File: src/rtl/thermclk_throttle.sv
module thermclk_throttle #(
  parameter int TEMP_W = 8,
  parameter int TRIP   = 100,
  parameter int CRIT   = 125,
  parameter int HYST   = 2,
  parameter int PRE_W  = 8,
  parameter int IRQ_W  = 4
) (
  input  logic              clk,
  input  logic              rst_n,
  input  logic [TEMP_W-1:0] temp,
  input  logic [PRE_W-1:0]  presc,
  input  logic              ctl_we,
  input  logic [4:0]        ctl_wdata,
  input  logic              lowpwr,
  input  logic [IRQ_W-1:0]  irq_in,
  output logic              clk_en,
  output logic              hot_n,
  output logic              trip_n,
  output logic [IRQ_W-1:0]  irq_out
);
  localparam logic [TEMP_W-1:0] TRIP_T = TEMP_W'(TRIP);
  localparam logic [TEMP_W-1:0] REL_T  = TEMP_W'(TRIP - HYST);
  localparam logic [TEMP_W-1:0] CRIT_T = TEMP_W'(CRIT);
  localparam logic [2:0]        HALF   = 3'd4;

  logic [PRE_W-1:0] pcnt;
  logic [2:0]       slot;
  logic             auto_q, od_en, hot_q, crit_q;
  logic [2:0]       od_code;
  logic [IRQ_W-1:0] pend;

  wire       over   = temp >= TRIP_T;
  wire       wrap   = pcnt >= presc;
  wire [2:0] duty   = auto_q ? HALF : (od_code == 3'd0 ? HALF : od_code);
  wire       gating = auto_q | od_en;

  assign clk_en  = !gating || (slot < duty);
  assign hot_n   = !hot_q;
  assign trip_n  = !crit_q;
  assign irq_out = clk_en ? (irq_in | pend) : '0;

  always_ff @(posedge clk) begin
    if (!rst_n) begin
      pcnt    <= '0;
      slot    <= '0;
      auto_q  <= 1'b0;
      od_en   <= 1'b0;
      od_code <= '0;
      hot_q   <= 1'b0;
      crit_q  <= 1'b0;
      pend    <= '0;
    end else begin
      pcnt <= wrap ? '0 : pcnt + 1'b1;
      if (wrap) slot <= slot + 1'b1;
      if (over)              auto_q <= 1'b1;
      else if (temp < REL_T) auto_q <= 1'b0;
      hot_q  <= lowpwr ? (hot_q | over) : over;
      crit_q <= crit_q | (temp >= CRIT_T);
      if (ctl_we) begin
        od_en   <= ctl_wdata[4];
        od_code <= ctl_wdata[3:1];
      end
      pend <= clk_en ? '0 : (pend | irq_in);
    end
  end

  a_r9_trip_sticky: assert property (@(posedge clk) disable iff (!rst_n)
    !trip_n |=> !trip_n);
  a_r7_hot_follows: assert property (@(posedge clk) disable iff (!rst_n)
    (temp >= TRIP_T) |=> !hot_n);
  a_r3_hold_in_band: assert property (@(posedge clk) disable iff (!rst_n)
    (auto_q && temp >= REL_T) |=> auto_q);
  a_r6_auto_gates_upper_half: assert property (@(posedge clk) disable iff (!rst_n)
    (auto_q && slot >= HALF) |-> !clk_en);
  a_r10_irq_not_lost: assert property (@(posedge clk) disable iff (!rst_n)
    (!clk_en && |irq_in) |=> (!clk_en || |irq_out));
  a_r8_lowpwr_holds: assert property (@(posedge clk) disable iff (!rst_n)
    (lowpwr && !hot_n) |=> !hot_n);
endmodule

File: config.mk
export PLATFORM = sky130hd
export DESIGN_NAME = thermclk_throttle
export DESIGN_NICKNAME = d
export VERILOG_FILES = /design/src/rtl/thermclk_throttle.sv
export SDC_FILE = /design/constraint.sdc
export NUM_CORES = 1
export LEC_CHECK = 0
export ABC_AREA = 1
export BUFFER_PORTS_ARGS = -buffer_cell sky130_fd_sc_hd__buf_2
export CORE_AREA = 2 2 51 53
export DETAILED_ROUTE_END_ITERATION = 10
export DIE_AREA = 0 0 53 55
export GPL_TIMING_DRIVEN = 0
export HOLD_SLACK_MARGIN = 0.05
export PLACE_DENSITY_LB_ADDON = 0.08
export SYNTH_ARGS = -nofsm -noshare
export SYNTH_HDL_FRONTEND = slang
export SYNTH_SLANG_ARGS = --single-unit
File: constraint.sdc
create_clock -name clk -period 2.95 [get_ports clk]
set_clock_uncertainty 0.15 [all_clocks]
set_input_delay 0.885 -clock clk [delete_from_list [all_inputs] [get_ports clk]]
set_output_delay 0.885 -clock clk [all_outputs]
set_load 0.01 [all_outputs]
==> summary.txt, run 1 <==
Clock tree
  • CTS Buf Count: 3
  • Max Root-Sink Buffers: 2
  • Clk sinks: 22
  • CTS tree: built
  • Clock root buffer: clkbuf_4
  • Post-CTS Setup Bufs: 0
  • CTS Hold Bufs: 0
  • Worst-path clk slew: 110 ps
  • Worst-Skew Late Latency: about 300 ps
  • H-tree depth: 1
  • CTS resizes: 0

Placement
  • Final HPWL DP: 1750 um
  • Port buffer count: 34
  • RePlAce Congestion: 0.750

Yosys
  • Syn nets: about 210
  • Synth Cell Area: 1210 um^2
  • Count of warnings emitted by yosys: 0
  • Syn Inst Count: 167
  • Sequential area share after synthesis: 0.364
  • Synth cell types: 25
  • Post-synth top area share: 0.364
  • Synth area leaders: dfxtp_1 (36%), ha_1 (12%), nor2_1 (11%)
  • Number of synthesized register bits: 22
  • Post-synth top area cell: dfxtp_1
  • Synth Area per Inst: 7.24 um^2

Detailed routing
  • Vias post-DR: 1078
  • Vias per cell: 4.59
  • DRC errors left: 0
  • Drt first pass iters: 4
  • First-iteration detailed-routing DRC count: 10
  • WL final: about 2100 um
  • DR WL/cell: 9.08 um
  • Routed Antenna Nets: 0

Setup path
  • Worst Path Required: 1920 ps
  • Worst Path Max Fanout: 6
  • CP arrival: 1750 ps
  • Critical Path Slowest Stage Cell: dfxtp_1
  • Crit-path cells: nor2_1 > nor3_1 > ha_1 > a21oi_1 > nand2_1 > a21oi_1 > buf_2
  • Worst path max stage delay: 360 ps
  • CP most frequent cell: a21oi_1
  • CP Launch Type: flop
  • Critical path capture point type: output port
  • Critical path's top delay family: flip-flops
  • Critical path buffers and inverters: 1
  • CP Class: flop to output port

Global route
  • Grt ovf: 0
  • First-pass GRT wire length: around 3700 um
  • GRT Util Overall: 0.173
  • Number of global-route vias before repair: 980
  • Initial antenna violation count: 0
  • Largest net degree at the start of global routing: 13

Finish
  • Layout cells sized above 1: 0.224
  • Nets: 247
  • Area growth, synth to finish: 20.2%
  • Diodes inserted: 0

Run
  • Max-cap violations: 0

Die
  • Die Y: 55 um
  • Core footprint: 2360 um^2
  • Die Footprint: 2920 um^2
  • # rows: 18
  • Initial core utilization: 0.512
  • Ports: 36
  • Die X: 53 um

Timing
  • Endpoints failing setup: 0
  • Worst-margin pin slew: 259 ps
  • Post-layout minimum cycle time: ~2800 ps
  • Sum Neg Setup Slack: 0 ps
  • Maximum clock rate: 0.359 GHz
  • Hold Violations, Final: 0
  • Period utilisation layout: 0.945
  • Fin. max-slew vios: 0
  • RSZ-0062 raised after global routing: no
  • Relative slew slack: 0.826

Run status
  • Status: finished clean

Power and ir drop
  • VDD IR-drop max: between 400 and 500 uV
  • Pleak: 0.792 nW
  • Total power: 0.578 mW
  • Pwr dens: approximately 400 nW/um^2

Worst hold path
  • Worst hold path type: flop to flop
-- report_power, final --
group	internal, mW	switching (mW)	total, mW
Sequential	0.310	0.00892	0.319
Clock	0.0754	0.0864	0.162
Combinational	0.0447	0.0527	0.0975
-- routing by layer --
| metal | GRT usage | vias up | part of all wire |
|---|---|---|---|
| met4 | 0.0897 | 0 | 0.019 |
| met2 | 0.317 | 11 | 0.52 |
| met1 | 0.192 | 464 | 0.43 |
| li1 | - | 599 | - |
| met5 | 0 | - | 0 |
| met3 | 0.0323 | 4 | 0.023 |
-- worst reg2reg max path, stage by stage (launching register included) --
cell,delay (ps)
dfxtp_1,360
nor2_1,60
nor3_1,150
ha_1,280
a21oi_1,150
nand2_1,150
nand3_1,180
nor2_1,60
-- cells in the mapped netlist --
cell / instances
a21o_1: 1
a21oi_1: 10
a21oi_2: 1
and3_1: 1
buf_2: 1
clkbuf_1: 1
dfxtp_1: 22
ha_1: 12
inv_1: 27
nand2_1: 23
nand2_2: 1
nand3_1: 9
nand3_2: 1
nand3_4: 1
nand3b_1: 1
nor2_1: 37
nor2_2: 1
nor2_4: 1
nor3_1: 2
o211ai_1: 1
o21ai_0: 5
or2_0: 1
or2_2: 1
xnor2_1: 2
xor2_1: 4
-- through the flow --
| stage | std cells | hold WS [ps] | setup WS (ps) | utilization | instance area, um^2 |
|---|---|---|---|---|---|
| after CTS | 235 | 338 | 140 | 0.615 | 1450 |
| after global placement | 231 | 298 | 552 | 0.599 | 1420 |
| after detailed placement | 231 | 308 | 501 | 0.599 | 1420 |
| after floorplan | 167 | 286 | 677 | - | 1210 |
| final | 235 | 328 | 163 | 0.615 | 1450 |
| after global routing | 235 | 366 | 30.6 | 0.615 | 1450 |
-- cell type report --
cell class | count | area [um^2]
multi-input combinational | 116 | 659
tap | 30 | 37.5
fill | 238 | 911
timing repair buffer | 34 | 170
buffer | 2 | 8.76
sequential | 22 | 440
clock buffer | 4 | 36.3
inverter | 27 | 101
-- cell usage in the layout, fill, tap and decap left out, drive strengths merged --
cell	Yosys	layout
o21ai	5	5
clkbuf	1	5
xnor2	2	2
o211ai	1	1
inv	27	27
nand3b	1	1
dfxtp	22	22
buf	1	35
xor2	4	4
ha	12	12
nand3	11	11
nor3	2	2
a21oi	11	11
a21o	1	1
or2	2	2
nor2	39	39
and3	1	1
nand2	24	24
-- path summary, 6_finish.rpt --
path | start | endpoint | slack, ps | cells past startpoint
setup reg to reg | od_code[0]$_SDFFE_PN0P_ | pend[2]$_SDFF_PP0_ | 1330 | 7
hold / removal | pend[0]$_SDFF_PP0_ | pend[0]$_SDFF_PP0_ | 330 | 2
setup / recovery | od_code[0]$_SDFFE_PN0P_ | irq_out[2] | 160 | 7
hold reg to reg | pend[0]$_SDFF_PP0_ | pend[0]$_SDFF_PP0_ | 330 | 2
-- logic make-up after synthesis --
group                    count (synthesis)  synth area share
flip-flops                              22             0.364
AND/OR/NAND/NOR                         80             0.296
AO/OA/AOI/OAI                           18            0.0817
adder cells (fa/ha/maj)                 12             0.124
XOR/XNOR                                 6            0.0434
buffers and inverters                   29            0.0910
-- state kept, by name, summed over array words and instances, names as in the netlist --
signal / flops
auto_q: 1
od_code: 3
pend: 4
pcnt: 8
od_en: 1
crit_q: 1
slot: 3
hot_q: 1
(Power assumes the default switching activity.)
==> run 2, diff against run 1 <==
- ABC_AREA: 1 -> unset
- CORE_AREA: 2 2 51 53 -> 2 2 50 52
- DIE_AREA: 0 0 53 55 -> 0 0 52 54
==> run 2 against run 1 <==
  * Core utilization fell by 1.5 points
  * Die area shrank 3.7%
  * Routed wire length is 1.6% lower
  * Critical path depth is the same
  * Largest power group unchanged
  * Highest routed layer unchanged
==> summary.txt, run 2 <==
Setup path
  • CP Class: flop to output port
  • Worst Path Max Fanout: 9 (+3)
  • Critical path capture point type: output port
  • Worst Path Required: 1920 ps (about the same)
  • CP arrival: 1730 ps (-20 ps)
  • CP Launch Type: flop

Global route
  • GRT Util Overall: 0.165 (-0.00858)
  • Initial antenna violation count: 0 (unchanged)
  • Number of global-route vias before repair: 863 (-12%)
  • Largest net degree at the start of global routing: 13 (unchanged)
  • Grt ovf: 0 (unchanged)
  • First-pass GRT wire length: 3370 um (-8.4%)

Timing
  • Hold Violations, Final: 0 (unchanged)
  • Post-layout minimum cycle time: 2770 ps (-22.1 ps)
  • Period utilisation layout: 0.937 (-0.00750)
  • Sum Neg Setup Slack: 0 ps (unchanged)
  • Fin. max-slew vios: 0 (unchanged)
  • Relative slew slack: 0.732 (-0.0935)
  • Worst-margin pin slew: 398 ps (+139 ps)
  • Endpoints failing setup: 0 (unchanged)
  • RSZ-0062 raised after global routing: no
  • Maximum clock rate: 0.362 GHz (+0.80%)
  • Worst hold margin: 330 ps (+2.10 ps)
  • Setup slack after layout: 185 ps (+22.1 ps)

Yosys
  • Synth async-reset ratio: 0 (unchanged)
  • Synth Area per Inst: 8.98 um^2 (+24%)
  • Most used DFF post-synth: dfxtp_1
  • Synth area leaders: dfxtp_1 (39%), ha_1 (13%), nor2_1 (5.9%)
  • Synth Cell Area: 1140 um^2 (-5.7%)
  • Top-count cell post-synth: dfxtp_1
  • Syn Inst Count: 127 (-24%)
  • Leading post-synthesis cells by instance count: dfxtp_1 (22), nor2_1 (18), inv_1 (13)
  • Post-synth EDFFs: 0 (unchanged)
  • Syn nets: 168 (-19%)
  • Count of warnings emitted by yosys: 0 (unchanged)
  • Synth cell types: 33 (+32%)
  • Number of synthesized register bits: 22 (unchanged)
  • Post-synth top area share: 0.386 (+0.0220)
  • Sequential area share after synthesis: 0.386 (+0.0220)
  • Post-synth top area cell: dfxtp_1

Finish
  • Area growth, synth to finish: 21.9%
  • Nets: 206 (-17%)
  • Largest register FFs: 8 (unchanged)
  • Diodes inserted: 0 (unchanged)
  • Post-route design area: 1390 um^2 (-4.3%)
  • Non-filler cells, final: 194 (-17%)
  • Commonest cells after routing, fill and taps aside: buf_2 (33), dfxtp_1 (22), nor2_1 (17)
  • Commonest non-fill, non-tap cell in the layout: buf_2
  • Most flops, register: pcnt
  • Layout cells sized above 1: 0.268 (+0.0439)
  • Largest registers: pcnt (8), pend (4)

Die
  • Die Footprint: 2810 um^2 (-3.7%)
  • Die X: 52 um (-1.9%)
  • Ports: 36 (unchanged)
  • Core footprint: 2320 um^2 (-1.9%)
  • # rows: 18 (unchanged)
  • Die Y: 54 um (-1.8%)
  • Initial core utilization: 0.492 (-0.0197)

Run status
  • Status: finished clean

Detailed routing
  • Vias post-DR: 973 (-9.7%)
  • Drt first pass iters: 4 (unchanged)
  • First-iteration detailed-routing DRC count: 22 (+12)
  • Routed Antenna Nets: 0 (unchanged)
  • DRC errors left: 0 (unchanged)
  • DR WL/cell: 10.8 um (+19%)
  • WL final: 2100 um (-1.6%)
  • Vias per cell: 5.02 (+9.3%)

Power and ir drop
  • Sw Pwr: 0.135 mW (-9.1%)
  • Power share of the sequential group: 0.561 (+0.010)
  • Comb pwr share: 0.157 (-0.012)
  • VDD IR-drop max: 293 uV (-32%)
  • Clk pwr share: 0.282 (+0.002)
  • Pwr dens: 406 nW/um^2 (+2.1%)
  • Sw Ratio: 0.238 (-0.0180)
  • Int Power: 0.430 mW (about the same)
  • Pleak: 0.686 nW (-13%)

Placement
  • Placed Cells: 190 (-18%)
  • Placed Instance Area: 1340 um^2 (-5.2%)
  • Port buffer count: 33 (-2.9%)
  • Worst slack, placed: 313 ps (-188 ps)
  • RePlAce Congestion: 0.660 (-12%)
  • Final HPWL DP: 1610 um (-8.3%)

Clock tree
  • Worst-path clk slew: 110 ps (about the same)
  • Clk sinks: 22 (unchanged)
  • Worst-Skew Late Latency: 300 ps (about the same)
  • Clock root buffer: clkbuf_4
  • H-tree depth: 1 (unchanged)
  • Max Root-Sink Buffers: 2 (unchanged)
  • CTS tree: built
  • CTS Buf Count: 3 (unchanged)
  • CTS Hold Bufs: 0 (unchanged)

Worst hold path
  • Worst hold path type: flop to flop

Run
  • Max-cap violations: 0 (unchanged)
[run 2: changes by cell type after synthesis, moves of 4 or more]
cell,delta
nor2b_1,+4
nand2_1,-18
and3b_1,+4
mux2i_1,+4
nor2_1,-19
nand3_1,-6
inv_1,-14
a21oi_1,-4
[run 2: area by class of cell]
cell class	count	area, um^2
fillers	224	928
multi-input cells	90	656
flip-flops and latches	22	440
repair buffers	33	165
inverters	13	48.8
well taps	30	37.5
clock buffers	4	36.3
plain buffers	2	7.51
[run 2: kinds of logic after synthesis]
logic type	Yosys count	synth area share
AOI/OAI and AO/OA	18	0.107
xor gates and xnor gates	7	0.0537
adders and majority gates	12	0.132
buffers and inverters	15	0.0493
DFF	22	0.386
muxes	4	0.0351
and+or+nand+nor	49	0.237
[run 2: what timing repair did]
| item | CTS | global route |
|---|---|---|
| resized for setup | 0 | 3 |
| endpoints found under the setup margin | 0 | 5 |
| setup buffers | 0 | 0 |
[run 2: worst paths after layout]
kind | slack, ps | endpoint | depth (start not counted) | start
setup / recovery | 180 | irq_out[0] | 7 | auto_q$_SDFFE_PN0P_
hold / removal | 330 | pcnt[0]$_SDFF_PP0_ | 1 | pcnt[0]$_SDFF_PP0_
setup reg to reg | 880 | pcnt[2]$_SDFF_PP0_ | 7 | pcnt[0]$_SDFF_PP0_
hold reg to reg | 330 | pcnt[0]$_SDFF_PP0_ | 1 | pcnt[0]$_SDFF_PP0_
[run 2: metrics by stage]
step,utilization,power (mW)
after floorplan,-,0.374
after global placement,0.579,0.405
after detailed placement,0.579,0.410
after CTS,0.595,0.570
after global routing,0.600,0.602
final,0.600,0.565
[run 2: worst max-delay path: stages, from the launching register on]
cell and delay [ps]:
dfxtp_1 360, nand2b_1 150, ha_1 270, a21o_1 160, a21oi_2 180, nor2_4 80
nor2_1 100, buf_2 130
[run 2: per-layer routing]
| metal | GRT usage | up-vias | wire [um] |
|---|---|---|---|
| li1 | - | 505 | - |
| met1 | 0.175 | 440 | 898 |
| met2 | 0.310 | 24 | 1080 |
| met3 | 0.0333 | 4 | 91 |
| met4 | 0.0789 | 0 | 24 |
| met5 | 0 | - | 0 |
[run 2: power by group through the flow]
stage | Combinational (mW) | Clock, mW | Sequential, mW
floorplan | 0.0527 | 0 | 0.321
global placement | 0.0821 | 0 | 0.323
detailed placement | 0.0866 | 0 | 0.324
CTS | 0.0869 | 0.166 | 0.317
global route | 0.101 | 0.183 | 0.318
finish | 0.0888 | 0.159 | 0.317
==> run 3, diff against run 2 <==
- CELL_PAD_IN_SITES_DETAIL_PLACEMENT: unset -> 0
- CELL_PAD_IN_SITES_GLOBAL_PLACEMENT: unset -> 2
- CORE_AREA: 2 2 50 52 -> 2 2 46 91
- DIE_AREA: 0 0 52 54 -> 0 0 48 93
- SLEW_MARGIN: unset -> 5
==> run 3 against run 2 <==
  * Fmax shrank 0.19%
  * Sequential power about the same
  * Global-route usage is 4.1 points lower
  * Via count did not move
  * Register-to-register slack lost 50 ps
  * Die area is 59% higher
==> summary.txt, run 3 (synthesis results as in run 2) <==
Detailed routing
  • First-iteration detailed-routing DRC count: 8 (-64%)
  • DRC errors left: 0 (unchanged)
  • WL final: 2370 um (+13%)
  • Vias post-DR: 973 (unchanged)
  • Drt first pass iters: 2 (-2)
  • DR WL/cell: 11.1 um (+2.3%)
  • Vias per cell: 4.55 (-9.3%)
  • Routed Antenna Nets: 0 (unchanged)

Run status
  • Status: finished clean

Placement
  • Final HPWL DP: 2020 um (+25%)
  • Worst slack, placed: 246 ps (-67.5 ps)
  • RePlAce Congestion: 0.693 (+5.0%)
  • Placed Instance Area: 1370 um^2 (+2.0%)
  • Port buffer count: 33 (unchanged)

Global route
  • First-pass GRT wire length: 4000 um (+19%)
  • Grt ovf: 0 (unchanged)
  • Largest net degree at the start of global routing: 12 (-1)
  • Number of global-route vias before repair: 1001 (+16%)
  • Initial antenna violation count: 0 (unchanged)
  • GRT Util Overall: 0.124 (-0.0408)

Die
  • # rows: 32 (+14)
  • Die Footprint: 4460 um^2 (+59%)
  • Die Y: 93 um (+72%)
  • Core footprint: 3800 um^2 (+64%)
  • Die X: 48 um (-7.7%)
  • Ports: 36 (unchanged)
  • Initial core utilization: 0.300 (-0.192)

Setup path
  • Critical path capture point type: output port
  • Worst Path Required: 1920 ps (about the same)
  • Worst Path Max Fanout: 9 (unchanged)
  • CP Class: flop to output port
  • CP Launch Type: flop
  • CP arrival: 1740 ps (about the same)

Clock tree
  • Clk sinks: 22 (unchanged)
  • Clock root buffer: clkbuf_8
  • Worst-Skew Late Latency: 260 ps (-40 ps)
  • Max Root-Sink Buffers: 2 (unchanged)
  • H-tree depth: 1 (unchanged)
  • CTS Buf Count: 3 (unchanged)
  • CTS Hold Bufs: 0 (unchanged)
  • CTS tree: built
  • Worst-path clk slew: 80 ps (-30 ps)

Timing
  • Relative slew slack: 0.729 (-0.00307)
  • Hold Violations, Final: 0 (unchanged)
  • Setup slack after layout: 179 ps (-5.37 ps)
  • Fin. max-slew vios: 0 (unchanged)
  • RSZ-0062 raised after global routing: no
  • Post-layout minimum cycle time: 2770 ps (+5.37 ps)
  • Period utilisation layout: 0.939 (+0.00182)
  • Maximum clock rate: 0.361 GHz (-0.19%)
  • Worst-margin pin slew: 402 ps (+4.55 ps)
  • Endpoints failing setup: 0 (unchanged)
  • Sum Neg Setup Slack: 0 ps (unchanged)

Finish
  • Commonest cells after routing, fill and taps aside: buf_2 (33), dfxtp_1 (22), nor2_1 (17)
  • Nets: 206 (unchanged)
  • Largest registers: pcnt (8), pend (4)
  • Largest register FFs: 8 (unchanged)
  • Most flops, register: pcnt
  • Post-route design area: 1410 um^2 (+1.6%)
  • Diodes inserted: 0 (unchanged)
  • Fillers: 433 (+93%)
  • Layout cells sized above 1: 0.258 (-0.0106)
  • Commonest non-fill, non-tap cell in the layout: buf_2
  • Area growth, synth to finish: 23.9%

Worst hold path
  • Worst hold path type: flop to flop

Power and ir drop
  • Pleak: 0.685 nW (about the same)
  • Total power: 0.588 mW (+4.2%)
  • VDD IR-drop max: 255 uV (-13%)
  • Pwr dens: 416 nW/um^2 (+2.5%)

Run
  • Max-cap violations: 0 (unchanged)
-- run 3: cell count changes in the layout (fill, tap and decap cells not counted) --
cell	previous run	this run
a21oi_1	5	6
a21oi_2	1	0
clkbuf_4	3	0
clkbuf_8	1	3
nor2_2	0	1
nor2_4	1	0
-- run 3: power by group --
group | switching (mW) | internal, mW | leakage [nW]
registers | 0.00888 | 0.308 | 0.180
logic | 0.0402 | 0.0455 | 0.484
clock network | 0.0949 | 0.0911 | 0.0216
-- run 3: routing by layer --
layer / GRT usage / wire (um) / up-vias / part of all wire
met2: 0.241 / 1410 / 25 / 0.60
met1: 0.114 / 834 / 441 / 0.35
met5: 0 / 0 / - / 0
li1: - / - / 503 / -
met4: 0.0473 / 40 / 0 / 0.017
met3: 0.0174 / 82 / 4 / 0.035
-- run 3: layout make-up --
class                           count  area (um^2)  area share
Multi-Input combinational cell     90          647       0.458
Sequential cell                    22          440       0.312
Timing Repair Buffer               33          165       0.117
Tap cell                           51         63.8      0.0451
Inverter                           13         48.8      0.0345
Clock buffer                        3         41.3      0.0292
Buffer                              2         7.51     0.00531
-- run 3: stage by stage --
step | hold slack [ps] | cells | util
final | 343 | 214 | 0.372
after global routing | 382 | 214 | 0.372
after detailed placement | 329 | 211 | 0.360
after floorplan | 287 | 127 | -
after CTS | 349 | 214 | 0.372
after global placement | 318 | 211 | 0.360
-- run 3: timing repair --
action | 4_1_cts | 5_1_grt
buffers inserted | 0 | 0
setup endpoints to repair | 5 | 0
resized for setup | 1 | 0
-- run 3: worst max-delay path: stages, from the launching register on --
cell and delay [ps]:
dfxtp_1 350, nand2b_1 150, ha_1 270, a21o_1 100, a21oi_1 70, nor2_2 290
nor2_1 90, buf_2 150
-- run 3: worst paths after layout --
path / start / depth (start not counted) / slack [ps] / end
worst max-delay path: auto_q$_SDFFE_PN0P_ / 7 / 180 / irq_out[1]
worst min-delay path: pcnt[0]$_SDFF_PP0_ / 1 / 340 / pcnt[0]$_SDFF_PP0_
worst max register to register: pcnt[0]$_SDFF_PP0_ / 7 / 830 / pcnt[2]$_SDFF_PP0_
worst min register to register: pcnt[0]$_SDFF_PP0_ / 1 / 340 / pcnt[0]$_SDFF_PP0_
